===== src/rtl/igc_pkg.sv =====
package igc_pkg;

  localparam int CLS_W = 4;

  localparam logic [CLS_W-1:0] K_ALU    = 4'd0;
  localparam logic [CLS_W-1:0] K_SHIFT  = 4'd1;
  localparam logic [CLS_W-1:0] K_CMP    = 4'd2;
  localparam logic [CLS_W-1:0] K_LOAD   = 4'd3;
  localparam logic [CLS_W-1:0] K_STORE  = 4'd4;
  localparam logic [CLS_W-1:0] K_BRANCH = 4'd5;
  localparam logic [CLS_W-1:0] K_CALL   = 4'd6;
  localparam logic [CLS_W-1:0] K_FADD   = 4'd7;
  localparam logic [CLS_W-1:0] K_FMUL   = 4'd8;
  localparam logic [CLS_W-1:0] K_FDIV   = 4'd9;
  localparam logic [CLS_W-1:0] K_SOLO   = 4'd10;

  // Resource needs of one instruction class
  typedef struct packed {
    logic low_only;   // restricted to the integer-capable slots
    logic first_only; // must be slot 0
    logic solo;       // closes the group after itself
    logic p0_only;
    logic p1_only;
    logic p_any;
    logic lsu;
    logic cti;
    logic fpa;
    logic fpm;
    logic fp_prec;    // counts toward the precision rule
  } cls_attr_t;

  // Running group state passed from slot to slot
  typedef struct packed {
    logic       alive;
    logic       p0;
    logic       p1;
    logic [2:0] lsu;
    logic [2:0] cti;
    logic       fpa;
    logic       fpm;
    logic [2:0] fpn;
    logic       fp_any;
    logic       fp_dbl;
  } grp_state_t;

  localparam grp_state_t GRP_EMPTY = '{alive: 1'b1, default: '0};

endpackage


===== src/rtl/igc_class_decode.sv =====
module igc_class_decode
  import igc_pkg::*;
(
  input  logic [CLS_W-1:0] cls,
  output cls_attr_t        attr
);
  always_comb begin
    attr = '0;
    unique case (cls)
      K_ALU:    begin attr.low_only = 1'b1; attr.p_any   = 1'b1; end
      K_SHIFT:  begin attr.low_only = 1'b1; attr.p0_only = 1'b1; end
      K_CMP:    begin attr.low_only = 1'b1; attr.p1_only = 1'b1; end
      K_LOAD,
      K_STORE:  begin attr.low_only = 1'b1; attr.lsu     = 1'b1; end
      K_BRANCH: attr.cti = 1'b1;
      K_CALL:   begin attr.first_only = 1'b1; attr.p1_only = 1'b1; attr.cti = 1'b1; end
      K_FADD:   begin attr.fpa = 1'b1; attr.fp_prec = 1'b1; end
      K_FMUL:   begin attr.fpm = 1'b1; attr.fp_prec = 1'b1; end
      K_FDIV:   begin attr.first_only = 1'b1; attr.fpm = 1'b1; end
      default:  begin attr.first_only = 1'b1; attr.solo = 1'b1; end
    endcase
  end
endmodule


===== src/rtl/igc_slot_stage.sv =====
module igc_slot_stage
  import igc_pkg::*;
#(
  parameter int SLOT      = 0,
  parameter int INT_SLOTS = 3,
  parameter int MAX_FP    = 2,
  parameter int MAX_LSU   = 1,
  parameter int MAX_CTI   = 1
) (
  input  grp_state_t st_in,
  input  logic       vld,
  input  cls_attr_t  attr,
  input  logic       dbl,
  output grp_state_t st_out,
  output logic       take,
  output logic       on_int,
  output logic       on_p1
);
  localparam bit LOW_OK   = (SLOT < INT_SLOTS);
  localparam bit FIRST_OK = (SLOT == 0);

  logic fits;
  logic use_int;
  logic use_p1;

  always_comb begin
    fits    = vld && st_in.alive;
    use_int = 1'b0;
    use_p1  = 1'b0;

    if (attr.low_only && !LOW_OK)     fits = 1'b0;
    if (attr.first_only && !FIRST_OK) fits = 1'b0;

    // pipe 0 may never be taken after pipe 1 in the same group
    if (attr.p0_only) begin
      if (st_in.p0 || st_in.p1) fits = 1'b0;
      else use_int = 1'b1;
    end
    if (attr.p1_only) begin
      if (st_in.p1) fits = 1'b0;
      else begin use_int = 1'b1; use_p1 = 1'b1; end
    end
    if (attr.p_any) begin
      if (!st_in.p0 && !st_in.p1) use_int = 1'b1;
      else if (st_in.p0 && !st_in.p1) begin use_int = 1'b1; use_p1 = 1'b1; end
      else fits = 1'b0;
    end

    if (attr.lsu && int'(st_in.lsu) >= MAX_LSU) fits = 1'b0;
    if (attr.cti && int'(st_in.cti) >= MAX_CTI) fits = 1'b0;
    if (attr.fpa && st_in.fpa) fits = 1'b0;
    if (attr.fpm && st_in.fpm) fits = 1'b0;
    if (attr.fp_prec) begin
      if (st_in.fp_any && (st_in.fp_dbl != dbl)) fits = 1'b0;
      if (int'(st_in.fpn) >= MAX_FP)             fits = 1'b0;
    end

    st_out = st_in;
    if (fits) begin
      if (use_int && !use_p1) st_out.p0 = 1'b1;
      if (use_p1)             st_out.p1 = 1'b1;
      if (attr.lsu) st_out.lsu = st_in.lsu + 3'd1;
      if (attr.cti) st_out.cti = st_in.cti + 3'd1;
      if (attr.fpa) st_out.fpa = 1'b1;
      if (attr.fpm) st_out.fpm = 1'b1;
      if (attr.fp_prec) begin
        st_out.fpn    = st_in.fpn + 3'd1;
        st_out.fp_any = 1'b1;
        st_out.fp_dbl = dbl;
      end
      if (attr.solo) st_out.alive = 1'b0;
    end else begin
      st_out.alive = 1'b0;
    end

    take   = fits;
    on_int = fits && use_int;
    on_p1  = fits && use_p1;
  end
endmodule


===== src/rtl/igc_out_reg.sv =====
module igc_out_reg #(
  parameter int W = 8
) (
  input  logic         clk,
  input  logic         rst_n,
  input  logic         in_valid,
  output logic         in_ready,
  input  logic [W-1:0] in_data,
  output logic         out_valid,
  input  logic         out_ready,
  output logic [W-1:0] out_data
);
  logic         vld_q;
  logic [W-1:0] dat_q;
  logic         load;

  assign in_ready  = !vld_q || out_ready;
  assign load      = in_valid && in_ready;
  assign out_valid = vld_q;
  assign out_data  = dat_q;

  always_ff @(posedge clk) begin
    if (!rst_n) begin
      vld_q <= 1'b0;
      dat_q <= '0;
    end else if (load) begin
      vld_q <= 1'b1;
      dat_q <= in_data;
    end else if (out_ready) begin
      vld_q <= 1'b0;
    end
  end
endmodule


===== src/rtl/issue_group_check.sv =====
module issue_group_check
  import igc_pkg::*;
#(
  parameter int NSLOT     = 4,
  parameter int INT_SLOTS = 3,
  parameter int MAX_FP    = 2,
  parameter int MAX_LSU   = 1,
  parameter int MAX_CTI   = 1,
  localparam int CNT_W    = $clog2(NSLOT + 1)
) (
  input  logic                   clk,
  input  logic                   rst_n,
  input  logic                   in_valid,
  output logic                   in_ready,
  input  logic [NSLOT-1:0]       slot_vld,
  input  logic [NSLOT*CLS_W-1:0] slot_cls,
  input  logic [NSLOT-1:0]       slot_dbl,
  output logic                   out_valid,
  input  logic                   out_ready,
  output logic [CNT_W-1:0]       out_cnt,
  output logic [NSLOT-1:0]       out_int,
  output logic [NSLOT-1:0]       out_psel
);
  localparam int RES_W = CNT_W + 2 * NSLOT;

  grp_state_t       chain [NSLOT+1];
  logic [NSLOT-1:0] take;
  logic [NSLOT-1:0] on_int;
  logic [NSLOT-1:0] on_p1;
  logic [CNT_W-1:0] cnt_c;
  logic [RES_W-1:0] res_d;
  logic [RES_W-1:0] res_q;

  assign chain[0] = GRP_EMPTY;

  for (genvar k = 0; k < NSLOT; k++) begin : g_slot
    cls_attr_t attr;

    igc_class_decode u_dec (
      .cls  (slot_cls[k*CLS_W +: CLS_W]),
      .attr (attr)
    );

    igc_slot_stage #(
      .SLOT      (k),
      .INT_SLOTS (INT_SLOTS),
      .MAX_FP    (MAX_FP),
      .MAX_LSU   (MAX_LSU),
      .MAX_CTI   (MAX_CTI)
    ) u_stage (
      .st_in  (chain[k]),
      .vld    (slot_vld[k]),
      .attr   (attr),
      .dbl    (slot_dbl[k]),
      .st_out (chain[k+1]),
      .take   (take[k]),
      .on_int (on_int[k]),
      .on_p1  (on_p1[k])
    );
  end

  // accepted slots form a prefix, so the group size is their count
  always_comb begin
    cnt_c = '0;
    for (int k = 0; k < NSLOT; k++) begin
      if (take[k]) cnt_c = cnt_c + CNT_W'(1);
    end
  end

  assign res_d = {cnt_c, on_int, on_p1};

  igc_out_reg #(.W(RES_W)) u_out (
    .clk       (clk),
    .rst_n     (rst_n),
    .in_valid  (in_valid),
    .in_ready  (in_ready),
    .in_data   (res_d),
    .out_valid (out_valid),
    .out_ready (out_ready),
    .out_data  (res_q)
  );

  assign {out_cnt, out_int, out_psel} = res_q;

endmodule


===== config.mk =====
export PLATFORM = sky130hd
export DESIGN_NAME = issue_group_check
export DESIGN_NICKNAME = d
export VERILOG_FILES = /design/src/rtl/igc_pkg.sv /design/src/rtl/igc_class_decode.sv /design/src/rtl/igc_slot_stage.sv /design/src/rtl/igc_out_reg.sv /design/src/rtl/issue_group_check.sv
export SDC_FILE = /design/constraint.sdc
export NUM_CORES = 1
export LEC_CHECK = 0
export ABC_AREA = 1
export BUFFER_PORTS_ARGS = -buffer_cell sky130_fd_sc_hd__buf_4
export CAP_MARGIN = 20
export CORE_MARGIN = 8
export CORE_UTILIZATION = 45
export CTS_BUF_LIST = sky130_fd_sc_hd__clkbuf_8 sky130_fd_sc_hd__clkbuf_16
export CTS_CLUSTER_DIAMETER = 50
export DETAILED_ROUTE_END_ITERATION = 16
export GPL_ROUTABILITY_DRIVEN = 0
export PLACE_DENSITY = 0.7
export SYNTH_ARGS = -nofsm -noshare
export SYNTH_HDL_FRONTEND = slang
export SYNTH_SLANG_ARGS = --single-unit

===== constraint.sdc =====
create_clock -name clk -period 4.65 [get_ports clk]
set_input_delay 1.1625 -clock clk [delete_from_list [all_inputs] [get_ports clk]]
set_output_delay 1.1625 -clock clk [all_outputs]
set_load 0.02 [all_outputs]

# ---- Yosys cells after proc, flatten, opt, wreduce, memory -nomap -nowiden
# Index checks and enable logic that the tools add are counted.
dict set report op_classes {
  add_sub_neg 9
  magnitude_cmp 9
  n_eq_ne 39
  n_mux 155
  n_reduce_logical 82
}
# operator n
set ops {}
lappend ops {{1-bit 2-to-1 mux} 142}
lappend ops {{4-bit by 3-bit equality test with 1-bit output, second input constant} 16}
lappend ops {{15-bit 2-to-1 mux} 3}
lappend ops {{2-bit OR reduction} 20}
lappend ops {{1-bit logical AND} 36}
lappend ops {{4-bit by 2-bit equality test with 1-bit output, second input constant} 8}
lappend ops {{4-bit equality test, second input constant} 8}
lappend ops {{10-bit OR reduction} 3}
lappend ops {{3-bit by 1-bit adder with 3-bit output, second input constant} 9}
lappend ops {{3-bit 2-to-1 mux} 8}
lappend ops {{8-bit OR reduction} 3}
lappend ops {{3-bit by 1-bit greater-or-equal comparator with 1-bit output, second input constant} 6}
lappend ops {{4-bit by 1-bit equality test with 1-bit output, second input constant} 4}
lappend ops {{4-bit logical NOT} 4}
lappend ops {{1-bit logical NOT} 10}
lappend ops {{5-bit 2-to-1 mux} 2}
lappend ops {{3-bit by 2-bit greater-or-equal comparator with 1-bit output, second input constant} 3}
lappend ops {{5-bit OR reduction} 1}
lappend ops {{1-bit logical OR} 4}
lappend ops {{1-bit != test} 3}
lappend ops {{2-bit nonzero test} 1}
dict set report totals {
  register_bits 12
  inputBits 28
}

# ---- Logic depth before layout (Yosys ltp)
dict set report logic_depth {
  word_depth 59
  mapped_depth 33
  depth_no_buf 31
}

# ---- By module
# Synthesis repeated with hierarchy kept, for this count alone.
dict set report unflattened {
  cells_unflattened 699
  area_unflattened_um2 3741.1
}
# mod instances cells_per_inst area_each_um2 seq_area_each_um2
set modules_own_cells {}
lappend modules_own_cells {{igc_slot_stage at g_slot[2].u_stage} 1 130 656.9 0.0}
lappend modules_own_cells {{igc_slot_stage at g_slot[1].u_stage} 1 128 649.4 0.0}
lappend modules_own_cells {{igc_slot_stage at g_slot[0].u_stage} 1 121 643.1 0.0}
lappend modules_own_cells {igc_out_reg 1 76 598.1 240.2}
lappend modules_own_cells {igc_class_decode 4 28 133.9 0.0}
lappend modules_own_cells {{igc_slot_stage at g_slot[3].u_stage} 1 103 513.0 0.0}
lappend modules_own_cells {issue_group_check 1 29 145.1 0.0}

# ---- Worst setup path before layout
# OpenSTA, ideal clock, no wires.
dict set report synth_path {
  kind {input port to flip-flop}
  from {input slot_vld[0]}
  to {register u_out.dat_q[9], in the netlist u_out.out_data[9]}
  setup_ns 0.120
  t_arrival_ns 4.090
  setup_slack_ns 0.440
  cell_stages 27
  path_cell_list {buf_2 > nand2_1 > a21oi_1 > ha_1 > nor3b_1 > nand4_1 > nor2_2 > nand2_4 > buf_6 > nand2_1 > o21ai_0 > inv_1 > ha_1 > nor2_1 > nor2_1 > nand3_1 > a21oi_1 > nand2_1 > nor2_2 > nand2_2 > buf_6 > o21ai_0 > ha_1 > inv_1 > nand3_1 > nand3_1 > a21oi_1}
}
dict set report synth_between {
  elab_chain_len 53
  word_cells_on_any_way 154
}
# item line_no
set synth_rtl {}
lappend synth_rtl {{start, declared} issue_group_check.sv:15} ;# input logic [NSLOT-1:0] slot_vld,
lappend synth_rtl {{1-bit 2-to-1 mux} igc_slot_stage.sv:59} ;# if (fits) begin
lappend synth_rtl {{1-bit logical AND} igc_slot_stage.sv:27} ;# fits = vld && st_in.alive;
lappend synth_rtl {{1-bit 2-to-1 mux} igc_slot_stage.sv:32} ;# if (attr.first_only && !FIRST_OK) fits = 1'b0;
lappend synth_rtl {{1-bit 2-to-1 mux} igc_slot_stage.sv:36} ;# if (st_in.p0 || st_in.p1) fits = 1'b0;
lappend synth_rtl {{1-bit 2-to-1 mux} igc_slot_stage.sv:35} ;# if (attr.p0_only) begin
lappend synth_rtl {{1-bit 2-to-1 mux} igc_slot_stage.sv:40} ;# if (st_in.p1) fits = 1'b0;
lappend synth_rtl {{1-bit 2-to-1 mux} igc_slot_stage.sv:39} ;# if (attr.p1_only) begin
lappend synth_rtl {{1-bit 2-to-1 mux} igc_slot_stage.sv:45} ;# else if (st_in.p0 && !st_in.p1) begin use_int = 1'b1; use_p1 = 1'b1; end
lappend synth_rtl {{[37 not listed]} -}
lappend synth_rtl {{1-bit 2-to-1 mux} igc_slot_stage.sv:49} ;# if (attr.lsu && int'(st_in.lsu) >= MAX_LSU) fits = 1'b0;
lappend synth_rtl {{1-bit 2-to-1 mux} igc_slot_stage.sv:50} ;# if (attr.cti && int'(st_in.cti) >= MAX_CTI) fits = 1'b0;
lappend synth_rtl {{1-bit 2-to-1 mux} igc_slot_stage.sv:51} ;# if (attr.fpa && st_in.fpa) fits = 1'b0;
lappend synth_rtl {{1-bit 2-to-1 mux} igc_slot_stage.sv:52} ;# if (attr.fpm && st_in.fpm) fits = 1'b0;
lappend synth_rtl {{1-bit 2-to-1 mux} igc_slot_stage.sv:54} ;# if (st_in.fp_any && (st_in.fp_dbl != dbl)) fits = 1'b0;
lappend synth_rtl {{1-bit 2-to-1 mux} igc_slot_stage.sv:55} ;# if (int'(st_in.fpn) >= MAX_FP) fits = 1'b0;
lappend synth_rtl {{1-bit 2-to-1 mux} igc_slot_stage.sv:53} ;# if (attr.fp_prec) begin
lappend synth_rtl {{3-bit 2-to-1 mux (*)} issue_group_check.sv:66} ;# if (take[k]) cnt_c = cnt_c + CNT_W'(1);
lappend synth_rtl {{end signal, assigned} igc_out_reg.sv:28} ;# dat_q <= in_data;
lappend synth_rtl {{end, declared} igc_out_reg.sv:14} ;# logic [W-1:0] dat_q;
# Mark *: on every way between the ends. The rest lies on a longest branch, timed or not.
# A chain may end at the register's enable or synchronous reset.

# ---- Worst setup path after layout
dict set report layout_path {
  from {input slot_cls[7]}
  to {register u_out.dat_q[9], in the netlist u_out.out_data[9]}
}
dict set report layout_between {
  elab_chain_len 53
  word_cells_on_any_way 159
}
# item line_no
set layout_rtl {}
lappend layout_rtl {{start, declared} issue_group_check.sv:16} ;# input logic [NSLOT*CLS_W-1:0] slot_cls,
lappend layout_rtl {{4-bit by 1-bit equality test with 1-bit output (tied with other cells)} igc_class_decode.sv:9} ;# unique case (cls)
lappend layout_rtl {{8-bit OR reduction (no source line)} -}
lappend layout_rtl {{1-bit 2-to-1 mux} igc_slot_stage.sv:32}
lappend layout_rtl {{1-bit 2-to-1 mux} igc_slot_stage.sv:36}
lappend layout_rtl {{1-bit 2-to-1 mux} igc_slot_stage.sv:35}
lappend layout_rtl {{1-bit 2-to-1 mux} igc_slot_stage.sv:40}
lappend layout_rtl {{1-bit 2-to-1 mux} igc_slot_stage.sv:39}
lappend layout_rtl {{1-bit 2-to-1 mux} igc_slot_stage.sv:45}
lappend layout_rtl {{[37 not listed]} -}
lappend layout_rtl {{1-bit 2-to-1 mux} igc_slot_stage.sv:49}
lappend layout_rtl {{1-bit 2-to-1 mux} igc_slot_stage.sv:50}
lappend layout_rtl {{1-bit 2-to-1 mux} igc_slot_stage.sv:51}
lappend layout_rtl {{1-bit 2-to-1 mux} igc_slot_stage.sv:52}
lappend layout_rtl {{1-bit 2-to-1 mux} igc_slot_stage.sv:54}
lappend layout_rtl {{1-bit 2-to-1 mux} igc_slot_stage.sv:55}
lappend layout_rtl {{1-bit 2-to-1 mux} igc_slot_stage.sv:53}
lappend layout_rtl {{3-bit 2-to-1 mux (*)} issue_group_check.sv:66}
# Marks and branches as above.

==> run summary <==
outcome: completed
initial DRC count: 72
FF-to-FF End: u_out.out_data[8]
asr flop ratio synth: 0
Crit. Startpoint: slot_cls[7]
total CTS buffers: 3
# nets final: 372
Post-synth EDFFs: 0
worst reg2reg path depth: 6
first-pass GRT wire length: 6740 um
P_leak: 1.09 nW
post-route cell area: 2010 um^2
Synth Warn #: 0
largest net degree at the start of global routing: 18
CTS Hold Bufs: 0
Avg Inst Size Synth: 5.57 um^2
CTS max path bufs: 2
placed instance count: 373
Final Hold Fails: 0
FF+latch count, synth: 12
Post-Syn Area: 1610 um^2
VDD IR max: 0.0000703 V
post-route DRC violation count: 0
clock network fraction of total power: 0.329
max_cap viols: 0
Min Clock Period, post-route: 4170 ps
initial core utilization: 0.476
period utilization: 0.896
Int Pwr: 231 uW
via-per-instance ratio: 4.90
number of global-route vias before repair: 1656
H-tree levels: 1
antenna-violating nets left: 0
Hold WC Path Type: flip-flop to flip-flop
clk_lat worst skew: 240 ps
overall global routing resource usage: 0.145
Worst Skew: 1.55 ps
Worst Path Class, Setup: input port to flip-flop
clock sinks: 12
Die Y-Extent: 75.9 um
antenna violations before repair: 0
Switching Power: 112 uW
sequential group share of total power: 0.324
clk slew on worst S/H paths: 50 ps
top_reg_cell synth: dfxtp_1
sequential share of the synthesized area: 0.149
die area: 5760 um^2
CP Data Arrival Time: 4340 ps
Max Slew Vio Count: 0
Synth Instances: 290
Worst setup SP type: input port
CTS tree: done
Netlist cell types: 30
Reg2Reg Setup Slack: 3410 ps
Die X: 75.9 um
HPWL after detailed placement: 3540 um
Port Buf Inserts: 40
Diodes inserted: 0
core area: 3390 um^2
mean routed wirelength per cell: 10.8 um
CTS root buffer: clkbuf_8
worst-path fanout max: 13
Row Count: 21
setup TNS: 0 ps
Max Clock Freq: 240 MHz
router iterations before antenna repair: 4
Setup-failing EPs final: 0
placed instance area: 1940 um^2
Syn-to-layout area delta: 24.6%
Total Wirelength: 4080 um
crit end category: flip-flop
final non-filler cell total: 378
layout cells sized above 1: 0.211
Switching Share: 0.326
R2R Path Start: u_out.out_valid
Comb power frac: 0.347
I/O pin total: 41
Critical Path End: u_out.out_data[9]
total congestion overflow: 0
via count: 1853
Required @ worst endpoint: 4820 ps
power density of the placed cells: 170 nW/um^2
==> worst min path at each step <==
stage                     cells after the start         startpoint  slack (ps)           endpoint
after floorplan                               2  u_out.out_data[3]         520  u_out.out_data[3]
after global placement                        2  u_out.out_data[7]         430  u_out.out_data[7]
after detailed placement                      2  u_out.out_data[3]         440  u_out.out_data[3]
after CTS                                     2  u_out.out_data[3]         440  u_out.out_data[3]
after global routing                          2  u_out.out_data[7]         470  u_out.out_data[7]
final                                         2  u_out.out_data[3]         440  u_out.out_data[3]
==> worst max-delay path: stages <==
cell	delay (ps)
buf_4	110
inv_1	60
nand2_2	100
o22ai_1	110
ha_1	200
nor3b_1	190
nand4_1	180
nor2_4	180
nand2_4	130
nand2_1	90
o21ai_1	80
inv_1	100
ha_1	140
nor2_1	50
nor2_1	90
nand3_1	80
a21oi_1	130
nand2_1	80
nor2_2	110
nand2_2	150
xor2_1	160
inv_1	80
ha_1	270
inv_1	40
nand3_1	60
nand3_1	80
a21oi_1	130
==> power by group through the flow <==
stage	Clock, mW	Sequential, mW	Combinational, mW
6_report	0.113	0.111	0.119
3_5_place_dp	0	0.113	0.118
5_1_grt	0.119	0.112	0.135
3_3_place_gp	0	0.113	0.118
2_1_floorplan	0	0.119	0.0656
4_1_cts	0.115	0.111	0.118
==> cells in the mapped netlist (2+ instances only) <==
cell	instances	area, um^2
o21bai_1	2	15.0
a21oi_1	17	85.1
dfxtp_1	12	240
conb_1	2	7.51
xor2_1	2	17.5
o211ai_1	2	15.0
nand2_1	66	248
buf_6	2	22.5
nor2_4	2	22.5
nand3_1	27	135
o21ai_0	20	100
inv_1	45	169
buf_2	2	10.0
inv_2	4	15.0
nand4_1	3	18.8
o21ai_2	3	26.3
nand2_2	10	62.6
nor2_1	39	146
nor2_2	4	25.0
nor3_1	6	30.0
ha_1	11	138
==> cell type report <==
class | count | area [um^2]
Clock buffer | 4 | 55.1
Inverter | 49 | 184
Fill cell | 364 | 1380
Tap cell | 46 | 57.6
Multi-Input combinational cell | 226 | 1170
Sequential cell | 12 | 240
Timing Repair Buffer | 41 | 308
==> state kept, by name, summed over array words and instances (netlist names) <==
signal,count
u_out.out_data,11
u_out.out_valid,1
==> per-stage QoR <==
stage	power [mW]	setup slack, ps	hold slack [ps]	utilization
after floorplan	0.185	440	516	-
after global placement	0.231	149	428	0.573
after detailed placement	0.231	69.4	435	0.573
final	0.342	482	442	0.593
after CTS	0.344	319	444	0.590
after global routing	0.365	-1.96	471	0.593
==> cell usage in the layout, fill, tap and decap left out, drive strengths merged, types with 4 or more instances in the layout <==
cell,count
nand2,77
nand3,27
buf,41
inv,49
nor2,45
clkbuf,4
nor3,6
a21oi,17
ha,11
o21ai,24
dfxtp,12
==> kinds of logic (layout without fill, tap and decap cells) <==
kind of cell	Yosys count	after routing	synth area share
other cells	2	3	0.00465
xor+xnor	2	2	0.0109
fa+ha+maj	11	11	0.0853
compound gates	48	48	0.167
flops	12	12	0.149
buf+inv	53	94	0.134
simple gates	162	162	0.450
==> what timing repair did <==
item / in CTS / in global routing
setup endpoints to repair: 0 / 3
resized for setup: 0 / 3
buffers inserted: 0 / 1
==> metal layers <==
layer  vias to the layer above  part of all wire  global-route usage
li1                       1009                 -                   -
met1                       800              0.46               0.180
met2                        40              0.49               0.255
met3                         4             0.040              0.0184
met4                         0             0.011              0.0384
met5                         -                 0                   0
(Power assumes the default switching activity.)
